[src/rtl/stx_pkg.sv]
package stx_pkg;

  localparam int SLOT_W = 32;

  typedef enum logic [1:0] {
    FMT_RJ  = 2'b00,
    FMT_LJ  = 2'b01,
    FMT_I2S = 2'b10,
    FMT_DSP = 2'b11
  } fmt_e;

  function automatic logic [5:0] word_bits(input logic [1:0] sel);
    case (sel)
      2'b00:   return 6'd16;
      2'b01:   return 6'd20;
      2'b10:   return 6'd24;
      default: return 6'd32;
    endcase
  endfunction

endpackage

[src/rtl/stx_pin_sync.sv]
module stx_pin_sync #(
  parameter int STAGES = 2
) (
  input  logic clk,
  input  logic rst_n,
  input  logic bclk_pin,
  input  logic lr_pin,
  input  logic bclk_inv,
  output logic bclk_fall,
  output logic lr_level
);

  logic [STAGES-1:0] bck_sr_q, bck_sr_d;
  logic [STAGES-1:0] lr_sr_q, lr_sr_d;
  logic              eff_q, eff_now;

  always_comb begin
    bck_sr_d  = {bck_sr_q[STAGES-2:0], bclk_pin};
    lr_sr_d   = {lr_sr_q[STAGES-2:0], lr_pin};
    eff_now   = bck_sr_q[STAGES-1] ^ bclk_inv;
    bclk_fall = eff_q & ~eff_now;
    lr_level  = lr_sr_q[STAGES-1];
  end

  always_ff @(posedge clk or negedge rst_n) begin
    if (!rst_n) begin
      bck_sr_q <= '0;
      lr_sr_q  <= '0;
      eff_q    <= 1'b0;
    end else begin
      bck_sr_q <= bck_sr_d;
      lr_sr_q  <= lr_sr_d;
      eff_q    <= eff_now;
    end
  end

endmodule

[src/rtl/stx_frame_track.sv]
module stx_frame_track
  import stx_pkg::*;
#(
  parameter int CNT_W = 8
) (
  input  logic             clk,
  input  logic             rst_n,
  input  logic             clr,
  input  logic             bclk_fall,
  input  logic             lr_level,
  input  fmt_e             fmt,
  output logic [CNT_W-1:0] pos_now,
  output logic [CNT_W-1:0] half_len,
  output logic             frame_start
);

  localparam logic [CNT_W-1:0] CNT_MAX = '1;

  logic [CNT_W-1:0] pos_q, pos_inc, half_q, half_d;
  logic             lr_prev_q, seen_q, seen_d;
  logic             lr_edge, restart;

  always_comb begin
    lr_edge     = bclk_fall && (lr_level != lr_prev_q);
    restart     = (fmt == FMT_DSP) ? (lr_edge && lr_level) : lr_edge;
    pos_inc     = (pos_q == CNT_MAX) ? pos_q : pos_q + CNT_W'(1);
    pos_now     = restart ? '0 : pos_inc;
    frame_start = lr_edge && ((fmt == FMT_I2S) ? !lr_level : lr_level);
    seen_d      = seen_q | lr_edge;
    half_d      = (lr_edge && seen_q) ? pos_inc : half_q;
    half_len    = half_q;
  end

  always_ff @(posedge clk or negedge rst_n) begin
    if (!rst_n) begin
      pos_q     <= '0;
      half_q    <= '0;
      lr_prev_q <= 1'b0;
      seen_q    <= 1'b0;
    end else if (clr) begin
      pos_q     <= '0;
      half_q    <= '0;
      lr_prev_q <= 1'b0;
      seen_q    <= 1'b0;
    end else if (bclk_fall) begin
      pos_q     <= pos_now;
      half_q    <= half_d;
      lr_prev_q <= lr_level;
      seen_q    <= seen_d;
    end
  end

endmodule

[src/rtl/stx_bit_pick.sv]
module stx_bit_pick
  import stx_pkg::*;
#(
  parameter int SAMPLE_W = 24,
  parameter int CNT_W    = 8
) (
  input  fmt_e                fmt,
  input  logic [1:0]          wlen_sel,
  input  logic [CNT_W-1:0]    pos,
  input  logic [CNT_W-1:0]    half_len,
  input  logic                lr_level,
  input  logic [SAMPLE_W-1:0] left_w,
  input  logic [SAMPLE_W-1:0] right_w,
  output logic                bit_val,
  output logic                in_word,
  output logic [CNT_W:0]      slot_idx
);

  localparam int IW = CNT_W + 1;
  localparam int KW = $clog2(SLOT_W);

  logic [SLOT_W-1:0] vec_l, vec_r;
  logic [IW-1:0]     n, p, h, k;
  logic [KW-1:0]     idx;
  logic              use_left;

  generate
    if (SLOT_W > SAMPLE_W) begin : g_pad
      assign vec_l = {left_w,  {(SLOT_W-SAMPLE_W){1'b0}}};
      assign vec_r = {right_w, {(SLOT_W-SAMPLE_W){1'b0}}};
    end else begin : g_trim
      assign vec_l = left_w[SAMPLE_W-1 -: SLOT_W];
      assign vec_r = right_w[SAMPLE_W-1 -: SLOT_W];
    end
  endgenerate

  always_comb begin
    n        = IW'(word_bits(wlen_sel));
    p        = {1'b0, pos};
    h        = {1'b0, half_len};
    k        = p;
    in_word  = 1'b0;
    use_left = 1'b1;
    case (fmt)
      FMT_LJ: begin
        k        = p;
        in_word  = (p < n);
        use_left = lr_level;
      end
      FMT_I2S: begin
        k        = p - IW'(1);
        in_word  = (p != '0) && (k < n);
        use_left = !lr_level;
      end
      FMT_RJ: begin
        k        = p + n - h;
        in_word  = (p < h) && ((p + n) >= h);
        use_left = lr_level;
      end
      default: begin
        k = p - IW'(1);
        if (p != '0) begin
          if (k < n) begin
            in_word = 1'b1;
          end else if (k < (n << 1)) begin
            in_word  = 1'b1;
            use_left = 1'b0;
            k        = k - n;
          end
        end
      end
    endcase
    idx      = KW'(SLOT_W-1) - k[KW-1:0];
    bit_val  = in_word & (use_left ? vec_l[idx] : vec_r[idx]);
    slot_idx = k;
  end

endmodule

[src/rtl/audio_ser_tx.sv]
module audio_ser_tx
  import stx_pkg::*;
#(
  parameter int SAMPLE_W    = 24,
  parameter int CNT_W       = 8,
  parameter int SYNC_STAGES = 2
) (
  input  logic                clk,
  input  logic                rst_n,
  input  logic                standby,
  input  logic [1:0]          fmt_sel,
  input  logic [1:0]          wlen_sel,
  input  logic                bclk_inv,
  input  logic                bclk_in,
  input  logic                lrclk_in,
  input  logic [SAMPLE_W-1:0] left_in,
  input  logic [SAMPLE_W-1:0] right_in,
  output logic                sdata_out
);

  fmt_e                fmt;
  logic                fall, lr_level, frame_start;
  logic [CNT_W-1:0]    pos_now, half_len;
  logic [SAMPLE_W-1:0] lsh_q, rsh_q, lsel, rsel;
  logic                shadow_en;
  logic                pick_bit, pick_win;
  logic [CNT_W:0]      pick_k;
  logic                sdata_q, sdata_d;

  assign fmt = fmt_e'(fmt_sel);

  stx_pin_sync #(.STAGES(SYNC_STAGES)) u_sync (
    .clk(clk), .rst_n(rst_n), .bclk_pin(bclk_in), .lr_pin(lrclk_in),
    .bclk_inv(bclk_inv), .bclk_fall(fall), .lr_level(lr_level)
  );

  stx_frame_track #(.CNT_W(CNT_W)) u_track (
    .clk(clk), .rst_n(rst_n), .clr(standby), .bclk_fall(fall),
    .lr_level(lr_level), .fmt(fmt), .pos_now(pos_now),
    .half_len(half_len), .frame_start(frame_start)
  );

  stx_bit_pick #(.SAMPLE_W(SAMPLE_W), .CNT_W(CNT_W)) u_pick (
    .fmt(fmt), .wlen_sel(wlen_sel), .pos(pos_now), .half_len(half_len),
    .lr_level(lr_level), .left_w(lsel), .right_w(rsel),
    .bit_val(pick_bit), .in_word(pick_win), .slot_idx(pick_k)
  );

  always_comb begin
    lsel      = frame_start ? left_in  : lsh_q;
    rsel      = frame_start ? right_in : rsh_q;
    shadow_en = frame_start && !standby;
    if (standby)   sdata_d = 1'b0;
    else if (fall) sdata_d = pick_bit;
    else           sdata_d = sdata_q;
  end

  always_ff @(posedge clk or negedge rst_n) begin
    if (!rst_n) begin
      lsh_q <= '0;
      rsh_q <= '0;
    end else if (shadow_en) begin
      lsh_q <= left_in;
      rsh_q <= right_in;
    end
  end

  always_ff @(posedge clk or negedge rst_n) begin
    if (!rst_n) sdata_q <= 1'b0;
    else        sdata_q <= sdata_d;
  end

  assign sdata_out = sdata_q;

endmodule

[config.mk]
export PLATFORM = sky130hd
export DESIGN_NAME = audio_ser_tx
export DESIGN_NICKNAME = d
export VERILOG_FILES = /design/src/rtl/stx_pkg.sv /design/src/rtl/stx_pin_sync.sv /design/src/rtl/stx_frame_track.sv /design/src/rtl/stx_bit_pick.sv /design/src/rtl/audio_ser_tx.sv
export SDC_FILE = /design/constraint.sdc
export NUM_CORES = 1
export LEC_CHECK = 0
export BUFFER_PORTS_ARGS = -buffer_cell sky130_fd_sc_hd__buf_2
export CAP_MARGIN = 15
export CORE_ASPECT_RATIO = 1.5
export CORE_UTILIZATION = 60
export DETAILED_ROUTE_END_ITERATION = 8
export PLACE_DENSITY = 0.93
export SYNTH_ARGS = -nofsm -noshare
export SYNTH_HDL_FRONTEND = slang
export SYNTH_HIERARCHICAL = 1
export SYNTH_SLANG_ARGS = --single-unit
export TNS_END_PERCENT = 100
[constraint.sdc]
create_clock -name clk -period 6 [get_ports clk]
set_input_delay 0.9 -clock clk [delete_from_list [all_inputs] [get_ports clk]]
set_output_delay 0.9 -clock clk [all_outputs]
set_load 0.01 [all_outputs]
# After elaboration in Yosys (flattened, before gate mapping)
# Index checks and enable logic that the tools add are counted.
# classes
addsub,6
n_lt_le_gt_ge,6
eq_ne,7
mux,35
n_bitwise,5
reduce_logical,16
# ops
operator,n
$mux 8,7
$mux 24,2
$pmux 6 s3,1
$mux 1,17
$mux 5,3
$pmux 5 s3,1
$bmux 1 s5,2
$sub 5x5->5,2
$add 8x6->9,1
$ge 9x8->1,1
$lt 9x6->1,1
$lt 9x7->1,1
$sub 8x1->9 const B,1
$add 8x1->8 const B,1
$eq 8x8->1 const B,1
$lt 8x6->1,1
$lt 8x8->1,1
$reduce_bool 8->1,1
$logic_and 1x1->1,7
$eq 2x2->1 const B,3
$lt 5x6->1 const B,1
$sub 5x5->5 const A,1
$eq 2x1->1 const B,2
$logic_not 2->1,2
11 further kinds,14
# totals
register_bits,72
in_bits,58
out_inout_bits,1

# Longest topological paths before layout
# depth
ltp_word,20
depth_mapped,23

# By module
# The synthesis kept the hierarchy.
# by_module_without_submodules
module,n_inst,cells_each,area_per_inst_um2,seq_area_each_um2
audio_ser_tx,1,158,2401.1,1226.2
stx_bit_pick,1,285,2168.3,0.0
stx_frame_track,1,115,1048.5,450.4
stx_pin_sync,1,8,141.4,125.1

# Worst setup path after synthesis
# No wires, ideal clock.
# synth_path
kind,input -> register
start,in bclk_inv
end,reg sdata_q (netlist: sdata_out)
setup_time_ns,0.119
arrival_ns,5.527
t_required_ns,5.881
slack_ns,0.354
cell_stages,22
path_cell_list,xor2_1 > nor2_1 > inv_1 > nor2_1 > and3b_1 > inv_1 > ha_1 > nand2b_4 > or4_4 > nand2_1 > ha_1 > a211o_1 > nand2b_1 > o221ai_4 > a31oi_4 > a211oi_4 > mux2i_1 > mux2_2 > nor3_2 > o31a_1 > mux2i_1 > nor2_1
# synth_via
elab_chain_cells,20
# synth_lines
element,line,source
start: declaration,audio_ser_tx.sv:13,"input logic bclk_inv,"
$xor 1x1->1 *,stx_pin_sync.sv:20,eff_now = bck_sr_q[STAGES-1] ^ bclk_inv;
$not 1->1 *,stx_pin_sync.sv:21,bclk_fall = eff_q & ~eff_now;
$and 1x1->1 *,stx_pin_sync.sv:21,
named net fall,audio_ser_tx.sv:22,"logic fall, lr_level, frame_start;"
$logic_and 1x1->1 *,stx_frame_track.sv:24,lr_edge = bclk_fall && (lr_level != lr_prev_q);
$logic_and 1x1->1,stx_frame_track.sv:25,restart = (fmt == FMT_DSP) ? (lr_edge && lr_level) : lr_edge;
$mux 1 *,stx_frame_track.sv:25,
$mux 8 *,stx_frame_track.sv:27,pos_now = restart ? '0 : pos_inc;
named net pos_now[0],audio_ser_tx.sv:23,"logic [CNT_W-1:0] pos_now, half_len;"
(+6 left out),-,
$sub 5x5->5,stx_bit_pick.sv:73,idx = KW'(SLOT_W-1) - k[KW-1:0];
$bmux 1 s5,stx_bit_pick.sv:74,bit_val = in_word & (use_left ? vec_l[idx] : vec_r[idx]);
$mux 1 (implied by the code),stx_bit_pick.sv:74,
$mux 1,stx_bit_pick.sv:74,
$and 1x1->1 *,stx_bit_pick.sv:74,
named net pick_bit,audio_ser_tx.sv:26,"logic pick_bit, pick_win;"
$mux 1 *,audio_ser_tx.sv:54,else if (fall) sdata_d = pick_bit;
$mux 1 *,audio_ser_tx.sv:53,if (standby) sdata_d = 1'b0;
end signal: assignment,audio_ser_tx.sv:70,else sdata_q <= sdata_d;
end: declaration,audio_ser_tx.sv:28,"logic sdata_q, sdata_d;"
# The timed path passes the listed nets; every way through them passes the cells marked *. The select of a mux whose other input is x is not followed.
# A chain may end at the register's enable or synchronous reset.

# Worst setup path in the final report
# layout_path
start,reg u_track.pos_q[0]
end,reg sdata_q (netlist: sdata_out)
# layout_via
elab_chain_cells,16
# layout_lines
element,line,source
start: declaration,stx_frame_track.sv:19,"logic [CNT_W-1:0] pos_q, pos_inc, half_q, half_d;"
start signal: assignment,stx_frame_track.sv:46,pos_q <= pos_now;
$add 8x1->8 or $eq 8x8->1 (tied branches),stx_frame_track.sv:26,pos_inc = (pos_q == CNT_MAX) ? pos_q : pos_q + CNT_W'(1);
$mux 8 *,stx_frame_track.sv:26,
$mux 8 *,stx_frame_track.sv:27,
named net pos_now[1],audio_ser_tx.sv:23,
$sub 8x1->9,"stx_bit_pick.sv:51, stx_bit_pick.sv:61",
$lt 9x7->1 or $sub 5x5->5 (tied branches),"stx_bit_pick.sv:65, stx_bit_pick.sv:68",
$mux 5,stx_bit_pick.sv:65,end else if (k < (n << 1)) begin
$mux 5,stx_bit_pick.sv:63,if (k < n) begin
(+2 left out),-,
$sub 5x5->5,stx_bit_pick.sv:73,
$bmux 1 s5,stx_bit_pick.sv:74,
$mux 1 (implied by the code),stx_bit_pick.sv:74,
$mux 1,stx_bit_pick.sv:74,
$and 1x1->1 *,stx_bit_pick.sv:74,
named net pick_bit,audio_ser_tx.sv:26,
$mux 1 *,audio_ser_tx.sv:54,
$mux 1 *,audio_ser_tx.sv:53,
# Marks and branches as above.

==> impl_metrics.xml <==
<?xml version="1.0" encoding="UTF-8"?>
<metrics>
  <group name="logic_synthesis">
    <metric name="synth_nets" unit="">624</metric>
    <metric name="yosys_warnings" unit="">6</metric>
    <metric name="syn_inst" unit="">529</metric>
    <metric name="syn_avg_cell_area" unit="µm²">10.4</metric>
    <metric name="cell_area_synth" unit="µm²">5510</metric>
  </group>
  <group name="drt">
    <metric name="route.detailed.wl_per_inst" unit="µm">17.9</metric>
    <metric name="drt_wl_total" unit="mm">12.6</metric>
    <metric name="drtAntennaViolNets" unit="">0</metric>
    <metric name="drt_first_pass_iters" unit="">4</metric>
    <metric name="detail_route.iter0.violations" unit="">180</metric>
    <metric name="drc" unit="">0</metric>
    <metric name="route.detailed.vias_per_inst" unit="">6.10</metric>
    <metric name="routed-via-count" unit="">4304</metric>
  </group>
  <group name="sta">
    <metric name="fin_worst_skew" unit="ns">0.00572</metric>
    <metric name="hold_ws" unit="ns">0.363</metric>
    <metric name="setup_viol" unit="">0</metric>
    <metric name="timing.final.crit_period" unit="ns">5.56</metric>
    <metric name="slew_viol_final" unit="">0</metric>
    <metric name="setup_tns" unit="ns">0</metric>
    <metric name="post-route-period-util" unit="%">92.7</metric>
    <metric name="postLayoutSetupSlackWorst" unit="ns">0.440</metric>
    <metric name="final_hold_viol_count" unit="">0</metric>
    <metric name="rsz0062_at_grt" unit="">no</metric>
    <metric name="slew_headroom" unit="%">32.2</metric>
    <metric name="tightestPinTransition" unit="ns">1.02</metric>
    <metric name="clock.fmax" unit="GHz">0.180</metric>
  </group>
  <group name="clock_tree">
    <metric name="worst_skew_pair.late_latency" unit="ns">0.34</metric>
    <metric name="clock_tree.root_cell" unit="">sky130_fd_sc_hd__clkbuf_16</metric>
    <metric name="clkTransAtPathRegs" unit="ns">0.06</metric>
    <metric name="ctsLongestPathBuffers" unit="">2</metric>
    <metric name="clkSinkCount" unit="">72</metric>
    <metric name="postCtsSetupRepairBufs" unit="">0</metric>
    <metric name="post_cts_resize_count" unit="">0</metric>
    <metric name="hold_fix_buffers_cts" unit="">0</metric>
    <metric name="cts_tree" unit="">yes</metric>
    <metric name="tritoncts.num_buffers" unit="">9</metric>
    <metric name="cts-htree-levels" unit="">3</metric>
  </group>
  <group name="floorplan">
    <metric name="io-pin-count" unit="">59</metric>
    <metric name="die_w" unit="µm">80.2</metric>
    <metric name="fp.dieH" unit="µm">119</metric>
    <metric name="core.rowCount" unit="">42</metric>
    <metric name="floorplan.die_area" unit="µm²">9570</metric>
    <metric name="floorplan.initialDensity" unit="%">62.0</metric>
    <metric name="placeableCoreArea" unit="µm²">8880</metric>
  </group>
  <group name="placement">
    <metric name="gpl.final_weighted_congestion" unit="">0.943</metric>
    <metric name="io_buffer_count" unit="">58</metric>
    <metric name="detailed_place_hpwl" unit="mm">9.29</metric>
    <metric name="post-place-cells" unit="">689</metric>
    <metric name="placement.setup.worst_slack" unit="ns">0.323</metric>
    <metric name="placed_area" unit="µm²">5930</metric>
  </group>
  <group name="worst_setup_path">
    <metric name="number_of_cell_instances_on_the_worst_register_to_register_path" unit="">22</metric>
    <metric name="worstReg2RegEnd" unit="">sdata_out</metric>
    <metric name="worst_path_arrival" unit="ns">5.83</metric>
    <metric name="crit-reg2reg-launch" unit="">u_track/pos_q[0]</metric>
    <metric name="critPathCaptureType" unit="">flop</metric>
    <metric name="cp.required" unit="ns">6.27</metric>
    <metric name="criticalPathCategory" unit="">reg2reg</metric>
    <metric name="worstSetupStartpointType" unit="">flop</metric>
    <metric name="regToRegSetupSlack" unit="ns">0.44</metric>
    <metric name="timing.critical_path.fanout_max" unit="">10</metric>
  </group>
  <group name="finish">
    <metric name="final_cells" unit="">705</metric>
    <metric name="fraction_of_final_layout_cells_with_drive_strength_greater_than_1" unit="%">33.9</metric>
    <metric name="design_area" unit="µm²">6270</metric>
    <metric name="num-nets-final" unit="">685</metric>
    <metric name="flow.area_growth_from_synthesis" unit="%">13.9</metric>
    <metric name="n_antenna_cell" unit="">0</metric>
  </group>
  <group name="worst_hold_path">
    <metric name="hold_path.startpoint" unit="">u_sync/lr_sr_q[0]</metric>
    <metric name="holdCritPathClass" unit="">reg2reg</metric>
    <metric name="worst_hold_path.endpoint" unit="">u_sync/lr_sr_q[1]</metric>
    <metric name="min_delay_path_depth" unit="">0</metric>
  </group>
  <group name="pwr">
    <metric name="peakVddDrop" unit="mV">0.242</metric>
    <metric name="p_sw_share" unit="%">29.2</metric>
    <metric name="cell_internal_pwr" unit="mW">1.34</metric>
    <metric name="share_seq_of_total_power" unit="%">35.2</metric>
    <metric name="pwr_density_cell" unit="nW/µm²">302</metric>
    <metric name="power_leakage" unit="nW">2.77</metric>
    <metric name="power.net_switching" unit="mW">0.552</metric>
    <metric name="power.clock.fraction" unit="%">32.6</metric>
    <metric name="portion_of_total_power_attributed_to_combinational_logic" unit="%">32.2</metric>
  </group>
  <group name="grt">
    <metric name="grt.total_usage" unit="%">28.5</metric>
    <metric name="grt_pass1_vias" unit="">4575</metric>
    <metric name="grt_start_max_net_pins" unit="">73</metric>
    <metric name="grt_antenna_before_repair" unit="">0</metric>
    <metric name="grt_overflow_total" unit="">0</metric>
    <metric name="grt_first_pass_wirelength" unit="mm">21.0</metric>
  </group>
  <group name="run">
    <metric name="timing.max_cap.violations" unit="">0</metric>
  </group>
  <group name="status">
    <metric name="run_status" unit="">finished clean</metric>
  </group>
</metrics>
[sequential cells by signal, summed over array words and instances, names as in the netlist]
signal	count
rsh_q	24
u_track/pos_q	8
u_sync/lr_sr_q	2
u_sync/bck_sr_q	2
u_track/seen_q	1
lsh_q	24
u_track/half_len	8
u_track/lr_prev_q	1
sdata_out	1
u_sync/eff_q	1
[worst max-delay path, stage by stage (launching register included)]
cell and delay, ns:
sky130_fd_sc_hd__dfrtp_1 0.45, sky130_fd_sc_hd__ha_1 0.32, sky130_fd_sc_hd__nand4_2 0.22, sky130_fd_sc_hd__nor2_2 0.26, sky130_fd_sc_hd__mux2i_1 0.29, sky130_fd_sc_hd__nor2_1 0.07, sky130_fd_sc_hd__buf_4 0.16, sky130_fd_sc_hd__inv_1 0.07
sky130_fd_sc_hd__ha_1 0.24, sky130_fd_sc_hd__nand2b_4 0.10, sky130_fd_sc_hd__or4_4 0.49, sky130_fd_sc_hd__nand2_1 0.11, sky130_fd_sc_hd__ha_1 0.25, sky130_fd_sc_hd__a211o_1 0.31, sky130_fd_sc_hd__nand2b_1 0.19, sky130_fd_sc_hd__o221ai_4 0.28
sky130_fd_sc_hd__a31oi_4 0.14, sky130_fd_sc_hd__a211oi_4 0.48, sky130_fd_sc_hd__a21oi_1 0.12, sky130_fd_sc_hd__a2111oi_0 0.59, sky130_fd_sc_hd__o31a_1 0.19, sky130_fd_sc_hd__mux2i_1 0.07, sky130_fd_sc_hd__nor2_1 0.07
[metal layers]
layer | track usage, % | vias to the layer above | wire length (µm)
met5 | 0 | - | 0
met4 | 15.1 | 0 | 480
met3 | 5.82 | 39 | 529
met2 | 51.9 | 135 | 6750
met1 | 29.8 | 2067 | 4860
li1 | - | 2063 | -
[placed cells by master, fill, tap and decap left out, types with 5 or more instances in the layout]
master,n
sky130_fd_sc_hd__nor2_1,45
sky130_fd_sc_hd__buf_2,58
sky130_fd_sc_hd__nor2b_1,7
sky130_fd_sc_hd__dfrtp_1,72
sky130_fd_sc_hd__buf_4,16
sky130_fd_sc_hd__mux2i_1,26
sky130_fd_sc_hd__nand2_1,16
sky130_fd_sc_hd__o21ai_0,21
sky130_fd_sc_hd__clkbuf_16,9
sky130_fd_sc_hd__a31oi_1,5
sky130_fd_sc_hd__a21o_1,6
sky130_fd_sc_hd__inv_1,25
sky130_fd_sc_hd__a211oi_1,13
sky130_fd_sc_hd__nor3_1,7
sky130_fd_sc_hd__mux2_1,20
sky130_fd_sc_hd__xnor2_1,9
sky130_fd_sc_hd__a21oi_1,31
sky130_fd_sc_hd__nand3_1,5
sky130_fd_sc_hd__mux2_2,85
sky130_fd_sc_hd__ha_1,34
[power groups by stage]
stage / Clock (mW) / Sequential (mW) / Combinational (mW)
5_1_grt: 0.650 / 0.682 / 0.659
6_report: 0.617 / 0.666 / 0.609
3_5_place_dp: 0 / 0.673 / 0.597
3_3_place_gp: 0 / 0.658 / 0.572
2_1_floorplan: 0 / 0.651 / 0.468
4_1_cts: 0.629 / 0.667 / 0.607
[per-stage QoR]
step	utilization, %	power (mW)
after floorplan	-	1.12
final	70.6	1.89
after detailed placement	66.7	1.27
after CTS	70.6	1.90
after global placement	66.7	1.23
after global routing	70.6	1.99
[worst max-delay path by stage]
stage,cells past startpoint,to,slack [ns],start
floorplan,22,sdata_out,0.44,bclk_inv
global placement,23,sdata_out,0.49,bclk_inv
detailed placement,23,sdata_out,0.32,bclk_inv
CTS,23,sdata_out,0.46,u_track/pos_q[0]
global route,23,sdata_out,0.07,u_track/pos_q[0]
finish,22,sdata_out,0.44,u_track/pos_q[0]
[layout make-up]
class	instances	area [µm²]
multi-input cells	407	3480
fillers	630	2610
flip-flops and latches	72	1800
repair buffers	74	410
clock buffers	10	229
well taps	110	138
clock inverters	6	115
inverters	26	97.6
No activity file was read; power rests on OpenSTA's default activity.
